$ cat config.mk
export PLATFORM = sky130hd
export DESIGN_NAME = ivt_channel
export DESIGN_NICKNAME = d
export VERILOG_FILES = /design/src/rtl/ivt_pkg.sv /design/src/rtl/ivt_gate_ctl.sv /design/src/rtl/ivt_phase.sv /design/src/rtl/ivt_outsel.sv /design/src/rtl/ivt_channel.sv
export SDC_FILE = /design/constraint.sdc
export NUM_CORES = 1
export LEC_CHECK = 0
export ABC_AREA = 1
export BUFFER_PORTS_ARGS = -buffer_cell sky130_fd_sc_hd__buf_2
export CORE_MARGIN = 3
export CORE_UTILIZATION = 30
export DETAILED_ROUTE_END_ITERATION = 10
export PLACE_DENSITY = 0.44
export SETUP_SLACK_MARGIN = 0.05
export SYNTH_ARGS = -nofsm -noshare
export SYNTH_HDL_FRONTEND = slang
export SYNTH_HIERARCHICAL = 1
export SYNTH_SLANG_ARGS = --single-unit
$ cat constraint.sdc
create_clock -name clk_i -period 5.8 [get_ports clk_i]
set_input_delay 0 -clock clk_i [delete_from_list [all_inputs] [get_ports clk_i]]
set_output_delay 0 -clock clk_i [all_outputs]
set_load 0.05 [all_outputs]
$ cat src/rtl/ivt_pkg.sv
package ivt_pkg;
  typedef enum logic [2:0] {
    M_TERM    = 3'd0,
    M_ONESHOT = 3'd1,
    M_RATE    = 3'd2,
    M_SQUARE  = 3'd3,
    M_SWSTB   = 3'd4,
    M_HWSTB   = 3'd5
  } mode_e;

  // codes 6/7 alias rate and square
  function automatic mode_e fold_mode(input logic [2:0] code);
    return (code[2] & code[1]) ? mode_e'({1'b0, code[1:0]}) : mode_e'(code);
  endfunction

  function automatic logic is_edge_mode(input mode_e m);
    return (m == M_ONESHOT) || (m == M_RATE) || (m == M_SQUARE) || (m == M_HWSTB);
  endfunction
endpackage

$ cat src/rtl/ivt_gate_ctl.sv
module ivt_gate_ctl
  import ivt_pkg::*;
(
  input  logic  clk_i,
  input  logic  rst_ni,
  input  logic  tick_i,
  input  logic  gate_i,
  input  logic  load_i,
  input  logic  armed_i,
  input  mode_e mode_i,
  output logic  gate_rise_o,
  output logic  restart_o,
  output logic  step_o
);
  logic gate_q, pend_q, enable, advance;

  assign gate_rise_o = gate_i & ~gate_q;
  assign restart_o   = load_i | (armed_i & gate_rise_o & is_edge_mode(mode_i));
  assign enable      = is_edge_mode(mode_i) ? 1'b1 : gate_i;
  assign advance     = armed_i & tick_i & enable & ~restart_o;
  assign step_o      = advance & ~pend_q;

  always_ff @(posedge clk_i or negedge rst_ni) begin
    if (!rst_ni) begin
      gate_q <= 1'b0;
      pend_q <= 1'b0;
    end else begin
      gate_q <= gate_i;
      if (restart_o)    pend_q <= 1'b1;
      else if (advance) pend_q <= 1'b0;
    end
  end
endmodule

$ cat src/rtl/ivt_phase.sv
module ivt_phase #(
  parameter  int CW = 16,
  localparam int NW = CW + 1
) (
  input  logic          clk_i,
  input  logic          rst_ni,
  input  logic          restart_i,
  input  logic          step_i,
  input  logic [NW-1:0] limit_i,
  output logic [NW-1:0] phase_o,
  output logic [NW-1:0] dbl_o,
  output logic [CW-1:0] wrap_o,
  output logic          done_o,
  output logic          hit_o,
  output logic          started_o
);
  logic [NW-1:0] phase_q, dbl_q, ph_inc, ph_nxt, dbl_nxt;
  logic [NW:0]   dbl_inc, lim1, lim2;
  logic [CW-1:0] wrap_q;
  logic          done_q, hit_q, started_q, hit_nxt;

  assign ph_inc  = phase_q + NW'(1);
  assign ph_nxt  = (ph_inc == limit_i) ? '0 : ph_inc;
  assign lim1    = {1'b0, limit_i};
  assign lim2    = {limit_i, 1'b0};
  assign dbl_inc = {1'b0, dbl_q} + (NW+1)'(2);

  always_comb begin
    if (dbl_inc >= lim2)      dbl_nxt = NW'(dbl_inc - lim2);
    else if (dbl_inc >= lim1) dbl_nxt = NW'(dbl_inc - lim1);
    else                      dbl_nxt = NW'(dbl_inc);
  end

  assign hit_nxt = ~done_q & (wrap_q == CW'(1));

  always_ff @(posedge clk_i or negedge rst_ni) begin
    if (!rst_ni) begin
      phase_q   <= '0;
      dbl_q     <= '0;
      wrap_q    <= '0;
      done_q    <= 1'b0;
      hit_q     <= 1'b0;
      started_q <= 1'b0;
    end else if (restart_i) begin
      phase_q   <= '0;
      dbl_q     <= '0;
      wrap_q    <= limit_i[CW-1:0];
      done_q    <= 1'b0;
      hit_q     <= 1'b0;
      started_q <= 1'b0;
    end else if (step_i) begin
      phase_q   <= ph_nxt;
      dbl_q     <= dbl_nxt;
      wrap_q    <= wrap_q - CW'(1);
      done_q    <= done_q | hit_nxt;
      hit_q     <= hit_nxt;
      started_q <= 1'b1;
    end
  end

  assign phase_o   = phase_q;
  assign dbl_o     = dbl_q;
  assign wrap_o    = wrap_q;
  assign done_o    = done_q;
  assign hit_o     = hit_q;
  assign started_o = started_q;
endmodule

$ cat src/rtl/ivt_outsel.sv
module ivt_outsel
  import ivt_pkg::*;
#(
  parameter  int CW = 16,
  localparam int NW = CW + 1
) (
  input  mode_e         mode_i,
  input  logic          armed_i,
  input  logic [NW-1:0] limit_i,
  input  logic [NW-1:0] phase_i,
  input  logic [NW-1:0] dbl_i,
  input  logic [CW-1:0] wrap_i,
  input  logic          done_i,
  input  logic          hit_i,
  input  logic          started_i,
  output logic          out_o,
  output logic [CW-1:0] count_o
);
  logic [NW:0]   half;
  logic [NW-1:0] rate_cnt, sq_cnt;

  assign half     = ({1'b0, limit_i} + (NW+1)'(1)) >> 1;
  assign rate_cnt = limit_i - phase_i;
  assign sq_cnt   = limit_i - dbl_i;

  always_comb begin
    out_o   = 1'b0;
    count_o = '0;
    if (armed_i) begin
      unique case (mode_i)
        M_TERM, M_ONESHOT: begin out_o = done_i; count_o = wrap_i; end
        M_RATE:   begin out_o = started_i & (phase_i == '0); count_o = rate_cnt[CW-1:0]; end
        M_SQUARE: begin out_o = ({1'b0, phase_i} < half); count_o = sq_cnt[CW-1:0]; end
        default:  begin out_o = hit_i; count_o = wrap_i; end
      endcase
    end
  end
endmodule

$ cat src/rtl/ivt_channel.sv
module ivt_channel
  import ivt_pkg::*;
#(
  parameter  int CW = 16,
  localparam int NW = CW + 1
) (
  input  logic          clk_i,
  input  logic          rst_ni,
  input  logic          tick_i,
  input  logic          gate_i,
  input  logic          load_i,
  input  logic [CW-1:0] load_val_i,
  input  logic [2:0]    mode_i,
  output logic          out_o,
  output logic [CW-1:0] count_o
);
  localparam logic [NW-1:0] FULL = NW'(1) << CW;

  mode_e         mode_q;
  logic          armed_q;
  logic [NW-1:0] limit_q, limit_nxt, phase, dbl;
  logic [CW-1:0] wrap;
  logic          gate_rise, restart, step, done, hit, started;

  assign limit_nxt = load_i ? ((load_val_i == '0) ? FULL : {1'b0, load_val_i}) : limit_q;

  always_ff @(posedge clk_i or negedge rst_ni) begin
    if (!rst_ni) begin
      mode_q  <= M_TERM;
      armed_q <= 1'b0;
      limit_q <= FULL;
    end else if (load_i) begin
      mode_q  <= fold_mode(mode_i);
      armed_q <= 1'b1;
      limit_q <= limit_nxt;
    end
  end

  ivt_gate_ctl u_gate (
    .clk_i       (clk_i),
    .rst_ni      (rst_ni),
    .tick_i      (tick_i),
    .gate_i      (gate_i),
    .load_i      (load_i),
    .armed_i     (armed_q),
    .mode_i      (mode_q),
    .gate_rise_o (gate_rise),
    .restart_o   (restart),
    .step_o      (step)
  );

  ivt_phase #(.CW(CW)) u_phase (
    .clk_i     (clk_i),
    .rst_ni    (rst_ni),
    .restart_i (restart),
    .step_i    (step),
    .limit_i   (limit_nxt),
    .phase_o   (phase),
    .dbl_o     (dbl),
    .wrap_o    (wrap),
    .done_o    (done),
    .hit_o     (hit),
    .started_o (started)
  );

  ivt_outsel #(.CW(CW)) u_out (
    .mode_i    (mode_q),
    .armed_i   (armed_q),
    .limit_i   (limit_q),
    .phase_i   (phase),
    .dbl_i     (dbl),
    .wrap_i    (wrap),
    .done_i    (done),
    .hit_i     (hit),
    .started_i (started),
    .out_o     (out_o),
    .count_o   (count_o)
  );
endmodule

==> metrics <==
RSZ-0062 raised after global routing=false; Mapped Area=0.00916 mm²; clock tree from TritonCTS=yes; worst clock skew on the final layout=0.0104 ns; reg2reg start=u_phase/dbl_o[1]$_DFFE_PN0P_; routability congestion estimate=0.878; number of setup buffers added after CTS=0; highest achievable clock rate=235 MHz; synthesized area per cell=6.02 µm²; Final HPWL DP=28700 µm; largest net degree at the start of global routing=46; die boundary height=181 µm; Critical Path Source Type=flop; class of the most critical setup path=flop to flop; run status=completed; diode insertion count for antenna repair=0; final setup violating endpoints=0; Sink Count=76; fraction of final layout cells with drive strength greater than 1=8.33%; Hold Path Class=input port to flop; Core Box Area=0.0299 mm²; Mapped Cells=1522; sw power=0.898 mW; share of the cycle needed by the critical path after routing=73.3%; number of buffers inserted for hold repair after clock tree synthesis=21; M3 GR Usage=2.01%; antenna violations before repair=0; Worst Reg2Reg Path Length in Cells=16; leakage component of the power=5.43 nW; remaining global-route overflow=0; fillcell total=3355; I/O pin cnt=41; DR vias/cell=5.02; Synth warnings=6; Tot GR Track Use=21.7%; initial standard-cell utilization of the core=30.7%; relative slew slack=25.5%; die width=181 µm; number of levels in the clock H-tree=3; number of buffers inserted by port buffering=40; routing usage on met2=36.4%; Vias=9862; clock network fraction of design power=32.6%; Critical Path Most Common Cell=nand2_1; syn_nets=1619; final-report max-slew violation count=0; depth of the worst hold-timing path=5; hold violation total from the final report=0; Slew @ Worst Pin=1.11 ns; total die area=0.0327 mm²; total clock buffers created by CTS=9; instance area after placement=0.00972 mm²; latest clock arrival within the worst-skew pair=0.35 ns; count of TritonRoute iterations in the first routing pass=5; pre-CTS WS=1.68 ns; global routing met1 resource utilization=29.2%; switching share of total power=42.4%; reg-to-reg setup timing slack=1.55 ns; nature of the critical path endpoint=flop; layout net count=1665; slowest library cell on the worst path=inv_1; Power Total=2.12 mW; count of unresolved DRC violations after routing=0; Synth-to-Final Area Change=12.2%; arrival time worst endpoint=4.49 ns; proportion of power drawn by flip-flops and latches=28.9%; end of the worst register-to-register path=u_phase/dbl_o[7]$_DFFE_PN0P_; vias in the first global route=9329; max-cap viol count=0; 1st-iter DRT viols=769; final std cell area, no fill=0.0103 mm²; global routing's busiest layer=met2; Worst EP required=6.04 ns; Max Fanout on Critical Path=18; VDD IR max=135 µV; Routed WL per cell=18.3 µm; wire length of the first global-routing pass=54800 µm; crit-path max cell delay=0.63 ns; clock input transition at the sequential cells of the worst setup and hold paths=0.07 ns; final setup slack of the worst path=1.55 ns; combinational share of power=38.4%; Fin Setup TNS=0 ns; Routed WL=36000 µm; PwrDens=206 mW/mm²; ANT nets after route=0; capture endpoint of the worst hold path=u_gate/pend_q$_DFFE_PN0P_; post-cts repair resize count=0; internal power summed over all cells=1.22 mW; buffer cell driving the clock tree root=clkbuf_16; total number of placement rows=63; minimum clock period=4.25 ns; sequence of cells on the critical path=ha_1 -> nand2_1 -> nor2_1 -> nand2_1 -> nor2_1 -> xor2_1 -> ha_1 -> a21oi_1 -> o21ai_0 -> a21oi_1 -> o21a_1 -> nand2_1 -> inv_1 -> nand2_1 -> o21ai_0 -> nand2_1; buffer levels on the longest clock path=2; hold path start=tick_i
cell type report:
type,instances,area (µm²),area share (%)
well taps,390,488,4.75
flip-flops and latches,76,1900,18.5
repair buffers,65,443,4.31
inverters,200,751,7.30
clock buffers,9,225,2.19
multi-input cells,1216,6350,61.7
clock inverters,7,124,1.20
layout by cell type, fill, tap and decap left out, drive strengths merged, types with 2 or more instances in the layout:
cell type	n
o21bai	5
nor2	178
nand2	538
a31oi	4
xnor2	15
clkbuf	9
clkinv	4
o221ai	3
or2	7
nor4	5
fa	3
o31ai	2
inv	199
nand4	24
dlygate4sd3	21
a21oi	75
a21o	5
nor3	19
o21a	3
nand3	127
ha	70
xor2	34
and2	2
o21ai	69
bufinv	3
dfrtp	75
nand3b	16
o211ai	8
buf	44
flip-flops by register name, indices dropped and copies added (netlist names):
name               flops
u_phase/wrap_o        16
mode_q                 3
u_phase/hit_o          1
u_gate/gate_q          1
armed_q                1
u_phase/started_o      1
u_phase/done_o         1
limit_q               17
u_phase/phase_o       17
u_phase/dbl_o         17
u_gate/pend_q          1
worst max path at each step:
| stage | start | endpoint | slack (ns) | cells after the start |
|---|---|---|---|---|
| floorplan | u_phase/dbl_o[1]$_DFFE_PN0P_ | u_phase/dbl_o[6]$_DFFE_PN0P_ | 2.74 | 18 |
| global placement | u_phase/dbl_o[1]$_DFFE_PN0P_ | u_phase/dbl_o[7]$_DFFE_PN0P_ | 1.78 | 17 |
| detailed placement | u_phase/dbl_o[1]$_DFFE_PN0P_ | u_phase/dbl_o[7]$_DFFE_PN0P_ | 1.68 | 17 |
| CTS | u_phase/dbl_o[1]$_DFFE_PN0P_ | u_phase/dbl_o[7]$_DFFE_PN0P_ | 1.66 | 17 |
| global route | u_phase/dbl_o[1]$_DFFE_PN0P_ | u_phase/dbl_o[8]$_DFFE_PN0P_ | 1.07 | 16 |
| finish | u_phase/dbl_o[1]$_DFFE_PN0P_ | u_phase/dbl_o[7]$_DFFE_PN0P_ | 1.55 | 16 |
per-stage QoR:
step | hold WS (ns) | utilization [%] | instances
after CTS | 0.0363 | 34.4 | 1963
after detailed placement | 0.00641 | 32.5 | 1926
after global placement | 0.00460 | 32.5 | 1926
after floorplan | -0.296 | - | 1522
final | 0.0440 | 34.4 | 1963
after global routing | 0.0653 | 34.4 | 1963
layer usage:
layer	part of all wire, %	vias to the layer above
met2	47	254
met3	4.4	46
met1	46	4588
met4	3.1	0
met5	0	-
li1	-	4974
power groups by stage:
stage / sequential [mW] / clock, mW / combinational (mW)
floorplan: 0.604 / 0 / 0.574
global placement: 0.624 / 0 / 0.803
detailed placement: 0.623 / 0 / 0.801
CTS: 0.613 / 0.711 / 0.815
global route: 0.618 / 0.725 / 0.905
finish: 0.613 / 0.691 / 0.814
worst max-delay path: cells and delay by family, from the launching register on:
kind	cells	cell delay, ns
fa+ha+maj	2	0.61
xor+xnor	1	0.40
buf+inv	1	0.63
compound gates	5	0.77
simple gates	7	1.18
flops	1	0.52
Power figures use the tool's default switching activity.
